<file path="src/rtl/wmdma_pkg.sv">
package wmdma_pkg;
  typedef enum logic [1:0] {PH_IDLE, PH_RUN, PH_DRAIN} phase_t;
  typedef enum logic [1:0] {BS_WAIT, BS_REQ, BS_MOVE} bstate_t;
endpackage

</file>
<file path="src/rtl/wmdma_fifo.sv">
module wmdma_fifo #(
  parameter int DEPTH = 8,
  parameter int DW    = 8,
  localparam int AW   = $clog2(DEPTH),
  localparam int LW   = AW + 1
) (
  input  logic          clk,
  input  logic          rst,
  input  logic          wr_en,
  input  logic [DW-1:0] wr_data,
  input  logic          rd_en,
  output logic [DW-1:0] rd_data,
  output logic          rd_valid,
  output logic [LW-1:0] level,
  output logic          wr_drop
);
  logic [DW-1:0] mem [DEPTH];
  logic [AW-1:0] wr_ptr, rd_ptr;
  logic          full, empty, wr_ok, rd_ok;

  assign full    = (level == LW'(DEPTH));
  assign empty   = (level == '0);
  assign wr_ok   = wr_en && !full;
  assign rd_ok   = rd_en && !empty;
  assign wr_drop = wr_en && full;

  // storage without reset so it maps onto block RAM
  always_ff @(posedge clk) begin
    if (wr_ok) mem[wr_ptr] <= wr_data;
    if (rd_ok) rd_data <= mem[rd_ptr];
  end

  always_ff @(posedge clk) begin
    if (rst) begin
      wr_ptr   <= '0;
      rd_ptr   <= '0;
      level    <= '0;
      rd_valid <= 1'b0;
    end else begin
      rd_valid <= rd_ok;
      if (wr_ok) wr_ptr <= wr_ptr + AW'(1);
      if (rd_ok) rd_ptr <= rd_ptr + AW'(1);
      unique case ({wr_ok, rd_ok})
        2'b10:   level <= level + LW'(1);
        2'b01:   level <= level - LW'(1);
        default: level <= level;
      endcase
    end
  end
endmodule

</file>
<file path="src/rtl/wmdma_ctrl.sv">
module wmdma_ctrl
  import wmdma_pkg::*;
#(
  parameter int DEPTH = 8,
  parameter int BSW   = 8,
  localparam int LW   = $clog2(DEPTH) + 1
) (
  input  logic           clk,
  input  logic           rst,
  input  logic           start,
  input  logic [LW-1:0]  cfg_wm,
  input  logic [LW-1:0]  cfg_burst,
  input  logic [BSW-1:0] cfg_block,
  input  logic [LW-1:0]  level,
  output logic           launch,
  output logic           src_take,
  output logic           dma_req,
  output logic           block_done,
  output logic           cfg_err,
  output logic           active,
  output logic           all_written
);
  phase_t         phase;
  bstate_t        bst;
  logic [LW-1:0]  wm_q, burst_q, beats;
  logic [BSW-1:0] left;
  logic [LW:0]    need;
  logic           fatal_cfg, bad_cfg;

  assign need      = {1'b0, cfg_burst} + {1'b0, cfg_wm};
  assign fatal_cfg = (cfg_burst == '0) || (cfg_block == '0);
  assign bad_cfg   = fatal_cfg || (need > (LW+1)'(DEPTH));
  assign launch    = (phase == PH_IDLE) && start;

  assign dma_req     = (phase == PH_RUN) && (bst == BS_REQ);
  assign src_take    = (phase == PH_RUN) && (bst == BS_MOVE);
  assign active      = (phase != PH_IDLE);
  assign all_written = (phase == PH_DRAIN);

  always_ff @(posedge clk) begin
    if (rst) begin
      phase      <= PH_IDLE;
      bst        <= BS_WAIT;
      wm_q       <= '0;
      burst_q    <= '0;
      beats      <= '0;
      left       <= '0;
      block_done <= 1'b0;
      cfg_err    <= 1'b0;
    end else begin
      block_done <= 1'b0;
      unique case (phase)
        PH_IDLE: begin
          if (start) begin
            cfg_err <= bad_cfg;
            if (!fatal_cfg) begin
              phase   <= PH_RUN;
              bst     <= BS_WAIT;
              wm_q    <= cfg_wm;
              burst_q <= cfg_burst;
              left    <= cfg_block;
            end
          end
        end
        PH_RUN: begin
          unique case (bst)
            BS_WAIT: begin
              if (level <= wm_q) begin
                bst   <= BS_REQ;
                beats <= (left < BSW'(burst_q)) ? LW'(left) : burst_q;
              end
            end
            BS_REQ: bst <= BS_MOVE;
            BS_MOVE: begin
              left  <= left - BSW'(1);
              beats <= beats - LW'(1);
              if (beats == LW'(1)) bst <= BS_WAIT;
              if (left == BSW'(1)) begin
                phase      <= PH_DRAIN;
                bst        <= BS_WAIT;
                block_done <= 1'b1;
              end
            end
            default: bst <= BS_WAIT;
          endcase
        end
        PH_DRAIN: begin
          if (level == '0) phase <= PH_IDLE;
        end
        default: phase <= PH_IDLE;
      endcase
    end
  end
endmodule

</file>
<file path="src/rtl/wmdma_drain.sv">
module wmdma_drain #(
  parameter int PERIOD = 3,
  localparam int CW    = (PERIOD > 1) ? $clog2(PERIOD) : 1
) (
  input  logic clk,
  input  logic rst,
  input  logic active,
  input  logic wr_fire,
  input  logic empty,
  input  logic all_written,
  output logic pop_en,
  output logic starve
);
  logic armed, tick;

  always_ff @(posedge clk) begin
    if (rst || !active) armed <= 1'b0;
    else if (wr_fire)   armed <= 1'b1;
  end

  generate
    if (PERIOD == 1) begin : g_every
      assign tick = armed;
    end else begin : g_paced
      logic [CW-1:0] tcnt;
      always_ff @(posedge clk) begin
        if (rst || !armed) tcnt <= '0;
        else if (tcnt == CW'(PERIOD - 1)) tcnt <= '0;
        else tcnt <= tcnt + CW'(1);
      end
      assign tick = armed && (tcnt == CW'(PERIOD - 1));
    end
  endgenerate

  assign pop_en = tick && !empty;
  assign starve = tick && empty && !all_written;
endmodule

</file>
<file path="src/rtl/wmdma_tx_path.sv">
module wmdma_tx_path #(
  parameter int DEPTH  = 8,
  parameter int DW     = 8,
  parameter int BSW    = 8,
  parameter int PERIOD = 3,
  localparam int LW    = $clog2(DEPTH) + 1
) (
  input  logic           clk,
  input  logic           rst,
  input  logic           start,
  input  logic [LW-1:0]  cfg_watermark,
  input  logic [LW-1:0]  cfg_burst_len,
  input  logic [BSW-1:0] cfg_block_words,
  input  logic [DW-1:0]  src_data,
  output logic           src_take,
  output logic           dma_req,
  output logic           pop_valid,
  output logic [DW-1:0]  pop_data,
  output logic           block_done,
  output logic           cfg_err,
  output logic           ovf_err,
  output logic           unf_err
);
  logic [LW-1:0] fifo_level;
  logic launch, active, all_written, pop_en, starve, wr_drop;

  wmdma_ctrl #(.DEPTH(DEPTH), .BSW(BSW)) u_ctrl (
    .clk(clk), .rst(rst), .start(start),
    .cfg_wm(cfg_watermark), .cfg_burst(cfg_burst_len), .cfg_block(cfg_block_words),
    .level(fifo_level), .launch(launch), .src_take(src_take), .dma_req(dma_req),
    .block_done(block_done), .cfg_err(cfg_err), .active(active), .all_written(all_written)
  );

  wmdma_fifo #(.DEPTH(DEPTH), .DW(DW)) u_fifo (
    .clk(clk), .rst(rst), .wr_en(src_take), .wr_data(src_data),
    .rd_en(pop_en), .rd_data(pop_data), .rd_valid(pop_valid),
    .level(fifo_level), .wr_drop(wr_drop)
  );

  wmdma_drain #(.PERIOD(PERIOD)) u_drain (
    .clk(clk), .rst(rst), .active(active), .wr_fire(src_take),
    .empty(fifo_level == '0), .all_written(all_written),
    .pop_en(pop_en), .starve(starve)
  );

  always_ff @(posedge clk) begin
    if (rst || launch) begin
      ovf_err <= 1'b0;
      unf_err <= 1'b0;
    end else begin
      if (wr_drop) ovf_err <= 1'b1;
      if (starve)  unf_err <= 1'b1;
    end
  end
endmodule

</file>
<file path="config.mk">
export PLATFORM = sky130hd
export DESIGN_NAME = wmdma_tx_path
export DESIGN_NICKNAME = d
export VERILOG_FILES = /design/src/rtl/wmdma_pkg.sv /design/src/rtl/wmdma_fifo.sv /design/src/rtl/wmdma_ctrl.sv /design/src/rtl/wmdma_drain.sv /design/src/rtl/wmdma_tx_path.sv
export SDC_FILE = /design/constraint.sdc
export NUM_CORES = 1
export LEC_CHECK = 0
export BUFFER_PORTS_ARGS = -buffer_cell sky130_fd_sc_hd__buf_2
export CORE_ASPECT_RATIO = 0.75
export CORE_MARGIN = 2
export CORE_UTILIZATION = 64
export CTS_CLUSTER_SIZE = 25
export DETAILED_ROUTE_END_ITERATION = 10
export PLACE_DENSITY_LB_ADDON = 0.08
export RECOVER_POWER = 50
export SKIP_LAST_GASP = 1
export SLEW_MARGIN = 25
export SYNTH_ARGS = -nofsm -noshare
export SYNTH_HDL_FRONTEND = slang
export SYNTH_SLANG_ARGS = --single-unit
</file>
<file path="constraint.sdc">
create_clock -name clk -period 6.9 [get_ports clk]
set_clock_uncertainty 0.05 [all_clocks]
set_input_delay 1.38 -clock clk [delete_from_list [all_inputs] [get_ports clk]]
set_output_delay 1.38 -clock clk [all_outputs]
set_load 0.02 [all_outputs]
</file>
==> qor.tcl, run 1 <==
set qor(path_max_fanout) 12
set qor(core_area_um2) 7780
set qor(n_antenna_cell) 0
set qor(initial_core_util_pct) 65.3
set qor(grt_max_degree) 44
set qor(p_leak_nw) 2.12
set qor(die_width_um) 107
set qor(timing.max_slew.rel_slack_pct) -26.0
set qor(final_max_slew_viol_count) 44
set qor(power_density_nw_per_um2) 292
set qor(synthDominantAreaCellType) {edfxtp_1}
set qor(row_count) 28
set qor(ys_types) 53
set qor(synth_enable_flop_cells) 72
set qor(ys_seq_area_share_pct) 59.1
set qor(max_freq_mhz) 265
set qor(clock_tree.root_cell) {clkbuf_8}
set qor(areaGrowthSynthToFinish_pct) 17.2
set qor(number_of_global_route_vias_before_repair) 3322
set qor(grt-ovfl-total) 0
set qor(grt_use_total_pct) 27.7
set qor(antenna_violations_before_repair) 0
set qor(clock_tree.htree_level_count) 4
set qor(yosys.cell_count.top_type) {edfxtp_1}
set qor(failed_checks) {max-capacitance violations, max-slew violations}
set qor(drt-pass1-iter-count) 5
set qor(syn-instance-count) 402
set qor(final_min_period_over_clock_period_pct) 54.8
set qor(cts-buffers-inserted) 17
set qor(grt_first_pass_wirelength_um) 17400
set qor(cts.reportedPaths.clkPinSlew_ns) 0.06
set qor(most_common_library_cells_after_synthesis) {72 x edfxtp_1, 53 x nor2_1, 42 x dfxtp_1}
set qor(worst_vdd_rail_ir_drop_mv) 0.162
set qor(dr_drc_count) 0
set qor(minimum_clock_period_after_layout_ns) 3.78
set qor(clkLatencyLatePin_ns) 0.51
set qor(wl_per_cell_um) 19.5
set qor(tritoncts) {yes}
set qor(post-cts-setup-buffer-count) 0
set qor(max-cap-violations) 1
set qor(synthFlopType) {edfxtp_1}
set qor(clock_path_buffers) 2
set qor(cp_data_arrival_time_ns) 4.14
set qor(final_antenna_net_count) 0
set qor(drt-initial-drc-count) 274
set qor(worst_slew_pin_slew_ns) 1.89
set qor(yosys.area.top_type_share_pct) 42.6
set qor(finalSetupViolCount) 0
set qor(synthesis.nets) 452
set qor(number_of_top_level_design_ports) 42
set qor(unrepaired_setup_endpoints_after_global_routing) {no}
set qor(yosys_warnings) 0
set qor(die_y_um) 81.1
set qor(critical_path_class) {reg -> reg}
set qor(place.gp.congestion) 0.932
set qor(number_of_inserted_filler_cells_in_the_final_layout) 507
set qor(cp_data_required_time_ns) 7.26
set qor(syn-cell-area_um2) 5080
set qor(total_of_buffers_placed_on_input_and_output_ports) 41
set qor(min_path_type) {reg -> reg}
set qor(layout-drive-gt1-share_pct) 19.7
set qor(die_area_um2) 8670
set qor(dr_vias) 3439
set qor(async_flop_share_pct) 0
set qor(cts.repair.resized) 0
set qor(synthesis.area_per_instance_um2) 12.6
set qor(synth_top_cells_by_area) {edfxtp_1 43%, dfxtp_1 17%, mux4_2 7.1%, ha_1 5.2%, nor2_1 3.9%}
set qor(multi_input_comb_area_um2) 1930
set qor(crit_path_start_kind) {flop}
set qor(drt-vias-per-instance) 6.05
set qor(clock-sinks) 114
set qor(detail_route.wirelength_um) 11100
set qor(yosys_register_bits) 114
set qor(hpwl_um) 6700
set qor(timing.hold.ws_ns) 0.377
set qor(final_hold_viol_count) 0
set qor(hold_bufs_inserted_after_cts) 0
set qor(sequential_cell_area_um2) 3000
set qor(nets) 500
set qor(run_status) {complete, but fails checks}
set qor(setup_total_negative_slack_ns) 0
set qor(cp_endpoint_kind) {flop}
[through the flow]
| step | utilization (%) | setup WS, ns | power [mW] | instance area [um^2] | std cells |
|---|---|---|---|---|---|
| after CTS | 76.9 | 3.36 | 1.75 | 5980 | 568 |
| after global placement | 69.2 | 3.53 | 0.870 | 5380 | 536 |
| after floorplan | - | 4.03 | 0.840 | 5080 | 402 |
| after detailed placement | 69.2 | 3.46 | 0.873 | 5380 | 536 |
| final | 76.6 | 3.12 | 1.74 | 5950 | 568 |
| after global routing | 76.6 | 3.03 | 1.79 | 5950 | 568 |
[worst paths after layout]
kind	startpoint	to	slack [ns]	cells past startpoint
max	u_fifo.level[0]	u_fifo.level[3]	3.12	10
min	u_drain.g_paced.tcnt[0]	u_drain.g_paced.tcnt[0]	0.38	1
max reg2reg	u_fifo.level[0]	u_fifo.level[3]	3.12	10
min reg2reg	u_drain.g_paced.tcnt[0]	u_drain.g_paced.tcnt[0]	0.38	1
[worst max-delay path: stages, from the launching register on]
cell and delay, ns:
dfxtp_1 0.37, nor4_1 1.03, nor2_1 0.12, clkbuf_1 0.42, ha_1 0.40, ha_1 0.29
a21o_1 0.18, a21oi_1 0.18, xnor2_1 0.11, or3_1 0.34, a21oi_1 0.17
[registers in the layout, summed over array words and instances (netlist names), 2 cells and up]
| register | count |
|---|---|
| u_fifo.wr_ptr | 3 |
| u_ctrl.burst_q | 4 |
| u_fifo.mem | 64 |
| u_fifo.level | 4 |
| u_drain.g_paced.tcnt | 2 |
| u_ctrl.beats | 4 |
| u_fifo.rd_data | 8 |
| u_ctrl.phase | 2 |
| u_ctrl.bst | 2 |
| u_ctrl.wm_q | 4 |
| u_fifo.rd_ptr | 3 |
| u_ctrl.left | 8 |
[layout by cell type, fill, tap and decap left out, types with 16 or more instances in the layout]
| cell type | Yosys | routed |
|---|---|---|
| edfxtp_1 | 72 | 72 |
| nor2_1 | 53 | 53 |
| dfxtp_1 | 42 | 42 |
| buf_2 | 3 | 29 |
| a21oi_1 | 23 | 24 |
| nand2_1 | 23 | 23 |
| inv_1 | 21 | 21 |
| ha_1 | 21 | 21 |
| mux4_2 | 16 | 16 |
| clkbuf_16 | 0 | 16 |
[routing by layer]
layer | GRT usage [%] | wire length (um)
met3 | 8.51 | 735
met5 | 0 | 0
met1 | 37.7 | 4850
met4 | 9.74 | 235
met2 | 43.0 | 5260
[cell type report]
type	instances	area share, %
sequential	114	50.4
multi-input combinational	250	32.3
clock buffer	17	6.96
timing repair buffer	45	3.57
clock inverter	15	3.11
tap	105	2.21
inverter	22	1.39
[power by group]
group | switching, mW | internal (mW)
Combinational | 0.0698 | 0.0474
Sequential | 0.0123 | 0.734
Clock | 0.323 | 0.553
[cells by family after synthesis]
family / synth area share (%)
and+or+nand+nor: 11.0
DFF: 59.1
AOI/OAI and AO/OA: 9.19
buffers and inverters: 2.88
muxes: 10.2
adders and majority gates: 5.96
xor gates and xnor gates: 1.55
Power figures use the tool's default switching activity.
==> run 2, diff against run 1 <==
Settings changed: CORE_UTILIZATION 64 to 54.
Clock period 6.9 ns to 3.1 ns, I/O delays scaled along.
==> qor.tcl, run 2 (synthesis gave the netlist of run 1 again) <==
set qor(run_status) {complete, but fails checks} ;# unchanged
set qor(failed_checks) {max-capacitance violations, max-slew violations} ;# unchanged
set qor(finalInstanceArea_um2) 6100 ;# was 5950 um^2
set qor(n_antenna_cell) 0 ;# unchanged
set qor(areaGrowthSynthToFinish_pct) 20.1 ;# was 17.2%
set qor(placedInstanceArea_um2) 5490 ;# was 5380 um^2
set qor(max-cap-violations) 1 ;# unchanged
set qor(max_freq_mhz) 353 ;# was 265 MHz
set qor(number_of_inserted_filler_cells_in_the_final_layout) 700 ;# was 507
set qor(number_of_global_route_vias_before_repair) 3033 ;# was 3,322
set qor(rrSetupSlack_ns) 0.27 ;# was 3.12 ns
set qor(drt-vias-per-instance) 5.43 ;# was 6.05
set qor(core_area_um2) 9080 ;# was 7780 um^2
set qor(worst_vdd_rail_ir_drop_mv) 0.588 ;# was 0.162 mV
set qor(worst-path-buf-inv) 1 ;# unchanged
set qor(hpwl_um) 6770 ;# was 6700 um
set qor(number_of_top_level_design_ports) 42 ;# unchanged
set qor(worst_slew_pin_slew_ns) 1.91 ;# was 1.89 ns
set qor(hold_start) {u_drain.g_paced.tcnt[0]} ;# unchanged
set qor(crit_path_start_kind) {flop} ;# unchanged
set qor(holdPathStages) 1 ;# unchanged
set qor(tritoncts) {yes} ;# unchanged
set qor(cts-buffers-inserted) 17 ;# unchanged
set qor(setup_total_negative_slack_ns) 0 ;# unchanged
set qor(critical_path_class) {reg -> reg} ;# unchanged
set qor(whs_endpoint) {u_drain.g_paced.tcnt[0]} ;# unchanged
set qor(top_regs) {u_fifo.mem (64), u_ctrl.left (8), u_fifo.rd_data (8)} ;# unchanged
set qor(dpl_worst_slack_ns) 0.352 ;# was 3.46 ns
set qor(final_cell_mix) {72 x edfxtp_1, 53 x nor2_1, 42 x dfxtp_1} ;# unchanged
set qor(ff2ff_path_depth) 10 ;# unchanged
set qor(cp_top_family) {simple AND/OR/NAND/NOR gates} ;# unchanged
set qor(wl_per_cell_um) 16.8 ;# was 19.5 um
set qor(worst_path_max_delay_cell) {or4bb_1} ;# was nor4_1
set qor(largest-register) {u_fifo.mem} ;# unchanged
set qor(layout_setup_ws_ns) 0.271 ;# was 3.12 ns
set qor(drt-pass1-iter-count) 4 ;# was 5
set qor(place.gp.congestion) 0.882 ;# was 0.932
set qor(post-cts-setup-buffer-count) 0 ;# unchanged
set qor(final_hold_viol_count) 0 ;# unchanged
set qor(nets) 511 ;# was 500
set qor(clock-sinks) 114 ;# unchanged
set qor(cp_data_required_time_ns) 3.35 ;# was 7.26 ns
set qor(die_area_um2) 10200 ;# was 8670 um^2
set qor(grt-ovfl-total) 0 ;# unchanged
set qor(final_max_slew_viol_count) 44 ;# unchanged
set qor(antenna_violations_before_repair) 0 ;# unchanged
set qor(grt_first_pass_wirelength_um) 16100 ;# was 17,400 um
set qor(drt-initial-drc-count) 253 ;# was 274
set qor(unrepaired_setup_endpoints_after_global_routing) {no} ;# unchanged
set qor(minimum_clock_period_after_layout_ns) 2.83 ;# was 3.78 ns
set qor(clkLatencyLatePin_ns) 0.40 ;# was 0.51 ns
set qor(hold_bufs_inserted_after_cts) 0 ;# unchanged
set qor(dr_vias) 3269 ;# was 3,439
set qor(cts.reportedPaths.clkPinSlew_ns) 0.05 ;# was 0.06 ns
set qor(sequential_cell_area_um2) 3000 ;# unchanged
set qor(crit_chain) {or4bb_1, a21oi_1, inv_1, ha_1, ha_1, a21o_1, a21oi_1, xnor2_1, or3_1, a21oi_1} ;# was nor4_1, nor2_1, clkbuf_1, ha_1, ha_1, a21o_1, a21oi_1, xnor2_1, or3_1, a21oi_1
set qor(cp_data_arrival_time_ns) 3.08 ;# was 4.14 ns
set qor(layout-drive-gt1-share_pct) 19.4 ;# was 19.7%
set qor(clock_tree.htree_level_count) 4 ;# unchanged
set qor(finalSetupViolCount) 0 ;# unchanged
set qor(cp_endpoint_kind) {flop} ;# unchanged
set qor(min_path_type) {reg -> reg} ;# unchanged
set qor(row_count) 30 ;# was 28
set qor(dr_drc_count) 0 ;# unchanged
set qor(multi_input_comb_area_um2) 1930 ;# about the same
set qor(grt_use_total_pct) 21.7 ;# was 27.7%
set qor(reg2reg_from) {u_ctrl.phase[1]} ;# was u_fifo.level[0]
set qor(path_max_fanout) 8 ;# was 12
set qor(clock_tree.root_cell) {clkbuf_16} ;# was clkbuf_8
set qor(layout.cells.most_common) {edfxtp_1} ;# unchanged
set qor(critical_path.max_stage_delay_ns) 0.62 ;# was 1.03 ns
set qor(total_of_buffers_placed_on_input_and_output_ports) 41 ;# unchanged
set qor(cp_common_cell) {a21oi_1}
set qor(max_reg_flops) 64 ;# unchanged
set qor(p_leak_nw) 2.16 ;# was 2.12 nW
set qor(detail_route.wirelength_um) 10100 ;# was 11,100 um
set qor(timing.max_slew.rel_slack_pct) -27.4 ;# was -26.0%
set qor(die_width_um) 116 ;# was 107 um
set qor(initial_core_util_pct) 55.9 ;# was 65.3%
set qor(clock_path_buffers) 2 ;# unchanged
set qor(die_y_um) 88.0 ;# was 81.1 um
set qor(final_antenna_net_count) 0 ;# unchanged
set qor(final_min_period_over_clock_period_pct) 91.3 ;# was 54.8%
set qor(power_density_nw_per_um2) 656 ;# was 292 nW/um^2
set qor(cts.repair.resized) 0 ;# unchanged
set qor(grt_max_degree) 44 ;# unchanged
set qor(worst_r2r_endpoint) {u_fifo.level[3]} ;# unchanged
-- run 2: worst register-to-register path: cells and delay by family (launching register included) --
| family | cells | cell delay [ns] |
|---|---|---|
| simple gates | 2 | 0.94 |
| compound gates | 4 | 0.71 |
| fa+ha+maj | 2 | 0.49 |
| flops | 1 | 0.36 |
| xor+xnor | 1 | 0.10 |
| buf+inv | 1 | 0.08 |
-- run 2: per-stage QoR --
stage / util (%) / hold WS [ns] / power, mW / instances
floorplan: - / 0.341 / 1.87 / 402
global placement: 60.5 / 0.351 / 1.94 / 570
detailed placement: 60.5 / 0.354 / 1.95 / 570
CTS: 67.5 / 0.361 / 4.04 / 602
global route: 67.1 / 0.393 / 4.13 / 602
finish: 67.1 / 0.359 / 4.00 / 602
-- run 2: cell type report --
| class | count | share of cell area (%) |
|---|---|---|
| Tap cell | 128 | 2.63 |
| Timing Repair Buffer | 56 | 4.64 |
| Clock buffer | 17 | 6.98 |
| Sequential cell | 114 | 49.3 |
| Multi-Input combinational cell | 250 | 31.6 |
| Inverter | 22 | 1.35 |
| Clock inverter | 15 | 3.51 |
-- run 2: worst max path at each step --
stage,from,depth (start not counted),endpoint
4_1_cts,u_ctrl.phase[1],10,u_fifo.level[3]
2_1_floorplan,u_ctrl.phase[1],11,u_fifo.level[3]
5_1_grt,u_ctrl.phase[1],10,u_fifo.level[3]
6_report,u_ctrl.phase[1],10,u_fifo.level[3]
3_5_place_dp,u_ctrl.phase[1],10,u_fifo.level[3]
3_3_place_gp,cfg_block_words[6],6,u_ctrl.phase[1]
-- run 2: report_power, final --
part           total, mW  switching (mW)  internal (mW)
Sequential          1.66          0.0234           1.64
Clock               2.08           0.663           1.42
Combinational      0.263           0.154          0.108
-- run 2: routing by layer --
layer | vias to the layer above | GRT usage (%) | wire [um]
met5 | - | 0 | 0
met1 | 1558 | 32.4 | 4960
met3 | 5 | 5.88 | 643
met2 | 86 | 30.5 | 4410
met4 | 0 | 8.23 | 82
li1 | 1620 | - | -
==> run 3, diff against run 2 <==
==> constraint.sdc (replaced) <==
create_clock -name clk -period 3.1 [get_ports clk]
set_clock_uncertainty 0.05 [all_clocks]
set_input_delay 0.31 -clock clk [delete_from_list [all_inputs] [get_ports clk]]
set_output_delay 0.31 -clock clk [all_outputs]
set_load 0.02 [all_outputs]
==> qor.tcl, run 3 (synthesis gave the netlist of run 1 again) <==
set qor(worst-path-buf-inv) 1 ;# unchanged
set qor(minimum_clock_period_after_layout_ns) 2.84 ;# was 2.83 ns
set qor(final_max_slew_viol_count) 0 ;# was 44
set qor(place.gp.congestion) 0.866 ;# was 0.882
set qor(seqPwrFrac_pct) 42.6 ;# was 41.4%
set qor(worst_vdd_rail_ir_drop_mv) 0.464 ;# was 0.588 mV
set qor(grt_max_degree) 44 ;# unchanged
set qor(worst_path_max_delay_cell) {or4bb_1} ;# unchanged
set qor(hpwl_um) 7080 ;# was 6770 um
set qor(core_area_um2) 9080 ;# unchanged
set qor(clkLatencyLatePin_ns) 0.40 ;# about the same
set qor(initial_core_util_pct) 55.9 ;# unchanged
set qor(clock_tree.root_cell) {clkbuf_16} ;# unchanged
set qor(max_reg_flops) 64 ;# unchanged
set qor(drt-vias-per-instance) 5.59 ;# was 5.43
set qor(final_min_period_over_clock_period_pct) 91.5 ;# was 91.3%
set qor(top_regs) {u_fifo.mem (64), u_ctrl.left (8), u_fifo.rd_data (8)} ;# unchanged
set qor(grt_first_pass_wirelength_um) 17000 ;# was 16,100 um
set qor(final_antenna_net_count) 0 ;# unchanged
set qor(die_width_um) 116 ;# unchanged
set qor(total_of_buffers_placed_on_input_and_output_ports) 41 ;# unchanged
set qor(reg2reg_from) {u_ctrl.phase[1]} ;# unchanged
set qor(layout.cells.most_common) {edfxtp_1} ;# unchanged
set qor(cp_data_required_time_ns) 3.37 ;# was 3.35 ns
set qor(p_leak_nw) 2.14 ;# was 2.16 nW
set qor(max-cap-violations) 0 ;# was 1
set qor(clock_path_buffers) 2 ;# unchanged
set qor(hold_bufs_inserted_after_cts) 0 ;# unchanged
set qor(crit_path_start_kind) {flop} ;# unchanged
set qor(min_path_type) {in -> reg} ;# was reg -> reg
set qor(detail_route.wirelength_um) 10700 ;# was 10,100 um
set qor(critical_path_class) {reg -> reg} ;# unchanged
set qor(number_of_global_route_vias_before_repair) 3210 ;# was 3,033
set qor(tritoncts) {yes} ;# unchanged
set qor(post-cts-setup-buffer-count) 0 ;# unchanged
set qor(cts.reportedPaths.clkPinSlew_ns) 0.05 ;# about the same
set qor(crit_chain) {or4bb_1, a21oi_1, inv_1, ha_1, ha_1, a21o_1, a21oi_1, xnor2_1, or3_1, a21oi_1} ;# unchanged
set qor(cp_data_arrival_time_ns) 3.11 ;# was 3.08 ns
set qor(final_hold_viol_count) 0 ;# unchanged
set qor(die_area_um2) 10200 ;# unchanged
set qor(final_cell_mix) {72 x edfxtp_1, 53 x nor2_1, 42 x dfxtp_1} ;# unchanged
set qor(cts-buffers-inserted) 17 ;# unchanged
set qor(hold_start) {cfg_watermark[2]} ;# was u_drain.g_paced.tcnt[0]
set qor(holdPathStages) 3 ;# was 1
set qor(cp_common_cell) {a21oi_1} ;# unchanged
set qor(clock-sinks) 114 ;# unchanged
set qor(grt_use_total_pct) 22.9 ;# was 21.7%
set qor(finalInstanceArea_um2) 6040 ;# was 6100 um^2
set qor(largest-register) {u_fifo.mem} ;# unchanged
set qor(clock_tree.htree_level_count) 4 ;# unchanged
set qor(dr_vias) 3363 ;# was 3,269
set qor(row_count) 30 ;# unchanged
set qor(antenna_violations_before_repair) 0 ;# unchanged
set qor(die_y_um) 88.0 ;# unchanged
set qor(layout-drive-gt1-share_pct) 17.9 ;# was 19.4%
set qor(max_freq_mhz) 353 ;# about the same
set qor(swShare_pct) 21.2 ;# was 21.0%
set qor(run_status) {complete, no violations} ;# was complete, but fails checks
set qor(placedInstanceArea_um2) 5490 ;# unchanged
set qor(power_density_nw_per_um2) 644 ;# was 656 nW/um^2
set qor(path_max_fanout) 8 ;# unchanged
set qor(rrSetupSlack_ns) 0.26 ;# was 0.27 ns
set qor(whs_endpoint) {u_ctrl.wm_q[2]} ;# was u_drain.g_paced.tcnt[0]
set qor(worst_slew_pin_slew_ns) 0.974 ;# was 1.91 ns
set qor(cts.repair.resized) 0 ;# unchanged
set qor(ff2ff_path_depth) 10 ;# unchanged
set qor(n_antenna_cell) 0 ;# unchanged
set qor(power.share.combinational_pct) 6.7 ;# was 6.6%
set qor(cp_top_family) {simple AND/OR/NAND/NOR gates} ;# unchanged
set qor(drt-initial-drc-count) 303 ;# was 253
set qor(unrepaired_setup_endpoints_after_global_routing) {no} ;# unchanged
set qor(finalSetupViolCount) 0 ;# unchanged
set qor(clock_power_share_pct) 50.7 ;# was 52.0%
set qor(dr_drc_count) 0 ;# unchanged
set qor(areaGrowthSynthToFinish_pct) 19.0 ;# was 20.1%
set qor(grt-ovfl-total) 0 ;# unchanged
set qor(wl_per_cell_um) 17.8 ;# was 16.8 um
set qor(timing.max_slew.rel_slack_pct) 35.1 ;# was -27.4%
set qor(number_of_top_level_design_ports) 42 ;# unchanged
set qor(cp_endpoint_kind) {flop} ;# unchanged
set qor(critical_path.max_stage_delay_ns) 0.62 ;# about the same
set qor(nets) 511 ;# unchanged
set qor(timing.hold.ws_ns) 0.105 ;# was 0.359 ns
set qor(worst_r2r_endpoint) {u_fifo.level[3]} ;# unchanged
set qor(setup_total_negative_slack_ns) 0 ;# unchanged
set qor(design_internal_power_mw) 3.07 ;# was 3.16 mW
set qor(total_switching_power_mw) 0.826 ;# was 0.841 mW
set qor(drt-pass1-iter-count) 4 ;# unchanged
[run 3: metrics by stage]
stage	utilization, %	setup slack, ns	cells	power, mW
finish	66.5	0.264	602	3.89
global route	66.5	0.100	602	4.02
CTS	67.1	0.257	602	3.92
detailed placement	60.5	0.277	570	1.95
global placement	60.5	0.427	570	1.94
floorplan	-	0.296	402	1.87
[run 3: power by group through the flow]
stage	Combinational (mW)	Sequential (mW)	Clock (mW)
final	0.260	1.66	1.97
after global routing	0.296	1.66	2.06
after CTS	0.264	1.66	2.00
after detailed placement	0.263	1.69	0
after global placement	0.255	1.69	0
after floorplan	0.188	1.68	0
[run 3: worst max-delay path by stage]
stage	from	endpoint	slack, ns	cells after the start
floorplan	u_ctrl.phase[1]	u_fifo.level[3]	0.30	11
global placement	u_ctrl.phase[1]	u_fifo.level[3]	0.43	10
detailed placement	u_ctrl.phase[1]	u_fifo.level[3]	0.28	10
CTS	u_ctrl.phase[1]	u_fifo.level[3]	0.26	10
global route	u_ctrl.phase[1]	u_fifo.level[3]	0.10	10
finish	u_ctrl.phase[1]	u_fifo.level[3]	0.26	10
[run 3: final cells by class]
class                   instances  area [um^2]
fillers                       699         3040
flip-flops and latches        114         3000
multi-input cells             250         1920
clock buffers                  19          433
repair buffers                 56          273
clock inverters                13          166
well taps                     128          160
inverters                      22         82.6
[run 3: metal layers]
layer / global-route usage (%) / up-vias / part of all wire, %
li1: - / 1621 / -
met2: 32.9 / 110 / 44
met1: 34.0 / 1624 / 48
met5: 0 / - / 0
met3: 5.67 / 8 / 6.4
met4: 8.87 / 0 / 0.94
[run 3: worst min-delay path: cells and delay by family]
| kind | cells | cell delay [ns] |
|---|---|---|
| buffers and inverters | 1 | 0.09 |
| AO/OA/AOI/OAI | 1 | 0.05 |
| AND/OR/NAND/NOR | 1 | 0.07 |
